## config.mk

```make
export PLATFORM = sky130hd
export DESIGN_NAME = phy_ctrl_reg
export DESIGN_NICKNAME = d
export VERILOG_FILES = /design/src/rtl/phy_ctrl_pkg.sv /design/src/rtl/phy_ctrl_store.sv /design/src/rtl/phy_ctrl_read.sv /design/src/rtl/phy_ctrl_drive.sv /design/src/rtl/phy_ctrl_reg.sv
export SDC_FILE = /design/constraint.sdc
export NUM_CORES = 1
export LEC_CHECK = 0
export ABC_AREA = 1
export BUFFER_PORTS_ARGS = -buffer_cell sky130_fd_sc_hd__buf_4
export CORE_MARGIN = 2
export CORE_UTILIZATION = 40
export CTS_BUF_LIST = sky130_fd_sc_hd__clkbuf_16
export DETAILED_ROUTE_END_ITERATION = 8
export GPL_TIMING_DRIVEN = 0
export PLACE_DENSITY = 0.84
export SLEW_MARGIN = 20
export SYNTH_ARGS = -nofsm -noshare
export SYNTH_HDL_FRONTEND = slang
export SYNTH_SLANG_ARGS = --single-unit
```

## constraint.sdc

```tcl
create_clock -name clk -period 0.9 [get_ports clk]
set_input_delay 0.18 -clock clk [delete_from_list [all_inputs] [get_ports clk]]
set_output_delay 0.18 -clock clk [all_outputs]
set_load 0.01 [all_outputs]
```

## src/rtl/phy_ctrl_pkg.sv

```systemverilog
package phy_ctrl_pkg;
  localparam int unsigned CTRL_W   = 16;
  localparam int unsigned B_SRST   = 15;
  localparam int unsigned B_LOOP   = 14;
  localparam int unsigned B_SPD    = 13;
  localparam int unsigned B_ANEN   = 12;
  localparam int unsigned B_PDN    = 11;
  localparam int unsigned B_ISO    = 10;
  localparam int unsigned B_ANRST  = 9;
  localparam int unsigned B_DUP    = 8;
  localparam int unsigned B_COLT   = 7;
  localparam logic [CTRL_W-1:0] CTRL_DEFAULT = 16'h1000;
  localparam logic [CTRL_W-1:0] CTRL_RW_MASK = 16'h7F80;
endpackage

```

## src/rtl/phy_ctrl_store.sv

```systemverilog
module phy_ctrl_store
  import phy_ctrl_pkg::*;
#(
  parameter int unsigned W = CTRL_W
) (
  input  logic         clk,
  input  logic         rst,
  input  logic         wr_en,
  input  logic [W-1:0] wdata,
  input  logic         restart_ack,
  output logic [W-1:0] word_q,
  output logic         srst_pulse_q,
  output logic         done_clr_q
);
  logic         wr_srst;
  logic [W-1:0] word_nxt;
  logic         keep_restart;

  assign wr_srst      = wr_en && wdata[B_SRST];
  assign keep_restart = word_q[B_ANRST] && !restart_ack;

  always_comb begin
    word_nxt = word_q;
    if (wr_srst) begin
      word_nxt = CTRL_DEFAULT;
    end else if (wr_en) begin
      word_nxt = wdata & CTRL_RW_MASK;
      word_nxt[B_ANRST] = wdata[B_ANRST] || keep_restart;
    end else begin
      word_nxt[B_ANRST] = keep_restart;
    end
  end

  always_ff @(posedge clk) begin
    if (rst) begin
      word_q       <= CTRL_DEFAULT;
      srst_pulse_q <= 1'b0;
      done_clr_q   <= 1'b0;
    end else begin
      word_q       <= word_nxt;
      srst_pulse_q <= wr_srst;
      done_clr_q   <= wr_en && !wr_srst && wdata[B_ANRST];
    end
  end
endmodule

```

## src/rtl/phy_ctrl_read.sv

```systemverilog
module phy_ctrl_read
  import phy_ctrl_pkg::*;
#(
  parameter int unsigned W = CTRL_W
) (
  input  logic         clk,
  input  logic         rst,
  input  logic         rd_en,
  input  logic [W-1:0] word,
  output logic [W-1:0] rdata_q
);
  logic [W-1:0] visible;

  for (genvar i = 0; i < W; i++) begin : g_mask
    if (CTRL_RW_MASK[i]) begin : g_live
      assign visible[i] = word[i];
    end else begin : g_zero
      assign visible[i] = 1'b0;
    end
  end

  always_ff @(posedge clk) begin
    if (rst) begin
      rdata_q <= '0;
    end else if (rd_en) begin
      rdata_q <= visible;
    end
  end
endmodule

```

## src/rtl/phy_ctrl_drive.sv

```systemverilog
module phy_ctrl_drive (
  input  logic clk,
  input  logic rst,
  input  logic loop_bit,
  input  logic spd_bit,
  input  logic anen_bit,
  input  logic pdn_bit,
  input  logic iso_bit,
  input  logic dup_bit,
  input  logic colt_bit,
  input  logic speed_strap,
  input  logic fdx_strap,
  input  logic tx_en,
  input  logic col_in,
  output logic loopback_q,
  output logic speed100_q,
  output logic anen_q,
  output logic pdn_q,
  output logic oe_q,
  output logic fdup_q,
  output logic col_q
);
  always_ff @(posedge clk) begin
    if (rst) begin
      loopback_q <= 1'b0;
      speed100_q <= 1'b0;
      anen_q     <= 1'b1;
      pdn_q      <= 1'b0;
      oe_q       <= 1'b1;
      fdup_q     <= 1'b0;
      col_q      <= 1'b0;
    end else begin
      loopback_q <= loop_bit;
      speed100_q <= !anen_bit && spd_bit && speed_strap;
      anen_q     <= anen_bit;
      pdn_q      <= pdn_bit;
      oe_q       <= !iso_bit;
      fdup_q     <= !anen_bit && (dup_bit || fdx_strap);
      col_q      <= colt_bit ? tx_en : col_in;
    end
  end
endmodule

```

## src/rtl/phy_ctrl_reg.sv

```systemverilog
module phy_ctrl_reg
  import phy_ctrl_pkg::*;
#(
  parameter int unsigned W = CTRL_W
) (
  input  logic         clk,
  input  logic         rst,
  input  logic         wr_en,
  input  logic         rd_en,
  input  logic [W-1:0] wdata,
  output logic [W-1:0] rdata,
  input  logic         speed_strap,
  input  logic         fdx_strap,
  input  logic         an_restart_ack,
  input  logic         tx_en,
  input  logic         col_in,
  output logic         col_out,
  output logic         soft_reset_pulse,
  output logic         an_done_clr,
  output logic         an_restart,
  output logic         an_enable,
  output logic         eff_speed100,
  output logic         eff_full_dup,
  output logic         loopback,
  output logic         powerdown,
  output logic         mii_oe
);
  logic [W-1:0] word;

  phy_ctrl_store #(.W(W)) u_store (
    .clk          (clk),
    .rst          (rst),
    .wr_en        (wr_en),
    .wdata        (wdata),
    .restart_ack  (an_restart_ack),
    .word_q       (word),
    .srst_pulse_q (soft_reset_pulse),
    .done_clr_q   (an_done_clr)
  );

  phy_ctrl_read #(.W(W)) u_read (
    .clk     (clk),
    .rst     (rst),
    .rd_en   (rd_en),
    .word    (word),
    .rdata_q (rdata)
  );

  phy_ctrl_drive u_drive (
    .clk         (clk),
    .rst         (rst),
    .loop_bit    (word[B_LOOP]),
    .spd_bit     (word[B_SPD]),
    .anen_bit    (word[B_ANEN]),
    .pdn_bit     (word[B_PDN]),
    .iso_bit     (word[B_ISO]),
    .dup_bit     (word[B_DUP]),
    .colt_bit    (word[B_COLT]),
    .speed_strap (speed_strap),
    .fdx_strap   (fdx_strap),
    .tx_en       (tx_en),
    .col_in      (col_in),
    .loopback_q  (loopback),
    .speed100_q  (eff_speed100),
    .anen_q      (an_enable),
    .pdn_q       (powerdown),
    .oe_q        (mii_oe),
    .fdup_q      (eff_full_dup),
    .col_q       (col_out)
  );

  assign an_restart = word[B_ANRST];
endmodule

```

==> impl_metrics.env <==
export IMPL_run_status="completed"
export IMPL_power_leakage_uw=0.000680
export IMPL_antenna_cells_inserted=0
export IMPL_register_area_share_after_synthesis=0.556
export IMPL_wl_per_cell_um=10.8
export IMPL_design_final_nets=185
export IMPL_finalCritPeriodShare=0.985
export IMPL_yosysUniqueCellTypes=14
export IMPL_fmaxAchievable_ghz=1.13
export IMPL_io_buffers=34
export IMPL_cts_buffers=3
export IMPL_skew_ns=0.00353
export IMPL_longest_clk_path_bufs=2
export IMPL_first_iter_violations=10
export IMPL_post_dp_hpwl_mm=1.47
export IMPL_grt_setup_unrepaired="yes"
export IMPL_routed_via_density=4.41
export IMPL_postSynthCellCount=110
export IMPL_worst_ep_arrival_time_ns=0.71
export IMPL_report_final_hold_viol_count=0
export IMPL_rows=17
export IMPL_number_of_buffers_inserted_by_hold_repair_at_cts=0
export IMPL_grt_ovfl_total=0
export IMPL_insertion_delay_ns=0.26
export IMPL_chipHeight_um=51.4
export IMPL_die_x_um=51.4
export IMPL_number_of_vias_in_the_routed_layout=825
export IMPL_fillerInstances=182
export IMPL_path_cells="buf_6"
export IMPL_leading_cell_type_in_the_layout_fill_and_taps_excluded="sky130_fd_sc_hd__buf_4"
export IMPL_final_setup_violations=0
export IMPL_final_min_clock_period_ns=0.886
export IMPL_path_clk_slew_ns=0.06
export IMPL_grt_start_max_net_pins=16
export IMPL_cts_root_buf="sky130_fd_sc_hd__clkbuf_16"
export IMPL_final_hold_worst_slack_ns=0.0959
export IMPL_max_transition_viols_final=0
export IMPL_critical_path_class="flop to output pin"
export IMPL_postSynthRegisterBits=25
export IMPL_numPlacedInstances=179
export IMPL_post_layout_total_power_uw=2510
export IMPL_area_of_the_die_um2=2640
export IMPL_total_i_o_pin_count=51
export IMPL_global_route_usage_total=0.151
export IMPL_worst_path_max_delay_cell="sky130_fd_sc_hd__dfxtp_2"
export IMPL_drt_total_wl_mm=2.03
export IMPL_placeableCoreArea_um2=2170
export IMPL_yosys_warnings=0
export IMPL_remaining_design_rule_violation_count=0
export IMPL_cellPowerDensity_nw_per_um2=1830
export IMPL_startpoint_type="flop"
export IMPL_tritoncts="done"
export IMPL_final_antenna_net_count=0
export IMPL_maxcap_violations=0
export IMPL_required_ns=0.72
export IMPL_clock_sinks=25
export IMPL_layout_common_cells="37 x sky130_fd_sc_hd__buf_4, 24 x sky130_fd_sc_hd__nor2_1, 21 x sky130_fd_sc_hd__nand2_1"
export IMPL_floorplan_initialDensity=0.415
export IMPL_path_buf_inv=1
export IMPL_cts_htree_levels=1
export IMPL_worstHoldPathType="input pin to flop"
export IMPL_register_area_um2=512
export IMPL_critical_path_max_fanout=2
export IMPL_synth_area_um2=900
export IMPL_initial_antenna_violation_count=0
export IMPL_first_pass_iters=4
export IMPL_crit_path_end_kind="output pin"
export IMPL_wire_length_of_the_first_global_routing_pass_mm=2.93
export IMPL_final_instance_count_excl_fill=187
export IMPL_syn_mean_instance_area_um2=8.18
export IMPL_timing_critical_path_max_delay_family="flip-flops"
export IMPL_globalplace_congestion=0.723
export IMPL_multi_input_area_um2=305
export IMPL_critical_path_max_stage_delay_ns=0.35
export IMPL_number_of_global_route_vias_before_repair=720
export IMPL_flow_area_growth_from_synthesis_pct=52.7
export IMPL_power_ir_vdd_worst_mv=1.01
export IMPL_biggestRegsByFlops="u_read.rdata_q (8), u_store.word_q (8)"
export IMPL_final_layout_size_suffix_gt1_frac=0.428
## logic make-up (layout without fill, tap and decap cells)
logic type             after synthesis  in the layout  share of synthesized area
other                                1              8                    0.00417
AO/OA/AOI/OAI                       16             16                     0.0932
flip-flops                          25             25                      0.556
buffers and inverters               20             62                      0.134
AND/OR/NAND/NOR                     48             48                      0.213
## metrics by stage
step,utilization,area [um^2],worst slack (ns),TNS [ns]
global route,0.633,1370,-0.00146,-0.00215
global placement,0.561,1220,0.157,0
CTS,0.604,1310,0.000261,0
detailed placement,0.561,1220,0.0960,0
finish,0.633,1370,0.0139,0
floorplan,-,926,0.272,0
## what timing repair did
item | 4_1_cts | 5_1_grt
resized for setup | 4 | 14
endpoints found under the setup margin | 4 | 9
setup buffers | 1 | 3
## synth_stat cells
cell type | instances | area [um^2]
sky130_fd_sc_hd__a21oi_1 | 7 | 35.0
sky130_fd_sc_hd__buf_4 | 8 | 60.1
sky130_fd_sc_hd__buf_6 | 2 | 22.5
sky130_fd_sc_hd__conb_1 | 1 | 3.75
sky130_fd_sc_hd__dfxtp_1 | 25 | 500
sky130_fd_sc_hd__inv_1 | 6 | 22.5
sky130_fd_sc_hd__inv_2 | 4 | 15.0
sky130_fd_sc_hd__nand2_1 | 21 | 78.8
sky130_fd_sc_hd__nand2_2 | 1 | 6.26
sky130_fd_sc_hd__nand2_4 | 1 | 11.3
sky130_fd_sc_hd__nor2_1 | 24 | 90.1
sky130_fd_sc_hd__nor3_1 | 1 | 5.00
sky130_fd_sc_hd__o21ai_1 | 8 | 40.0
sky130_fd_sc_hd__o21ai_2 | 1 | 8.76
## metal layers
metal  part of all wire  wire (um)  track usage  vias up
li1                   -          -            -      420
met1               0.40        806        0.171      366
met2               0.52       1050        0.256       33
met3              0.064        130       0.0380        6
met4              0.021         43       0.0877        0
met5                  0          0            0        -
## final timing paths
path | endpoint | depth (start not counted) | startpoint | slack [ns]
setup / recovery | rdata[7] | 1 | u_read.rdata_q[7] | 0.01
hold / removal | u_store.done_clr_q | 2 | wdata[15] | 0.1
setup reg to reg | u_read.rdata_q[9] | 3 | u_store.word_q[9] | 0.15
hold reg to reg | u_drive.oe_q | 1 | u_store.word_q[10] | 0.42
## where the power goes
| part | switching [uW] | leakage, uW | internal (uW) | total [uW] |
|---|---|---|---|---|
| Combinational | 150 | 0.000435 | 181 | 331 |
| Sequential | 32.7 | 0.000208 | 1160 | 1200 |
| Clock | 381 | 0.0000371 | 603 | 983 |
## area by class of cell
class / instances / area share
Sequential cell: 25 / 0.372
Timing Repair Buffer: 38 / 0.232
Multi-Input combinational cell: 72 / 0.222
Buffer: 10 / 0.0601
Clock buffer: 3 / 0.0546
Inverter: 10 / 0.0273
Tap cell: 28 / 0.0255
Clock inverter: 1 / 0.00546
No activity file was read; power rests on OpenSTA's default activity.
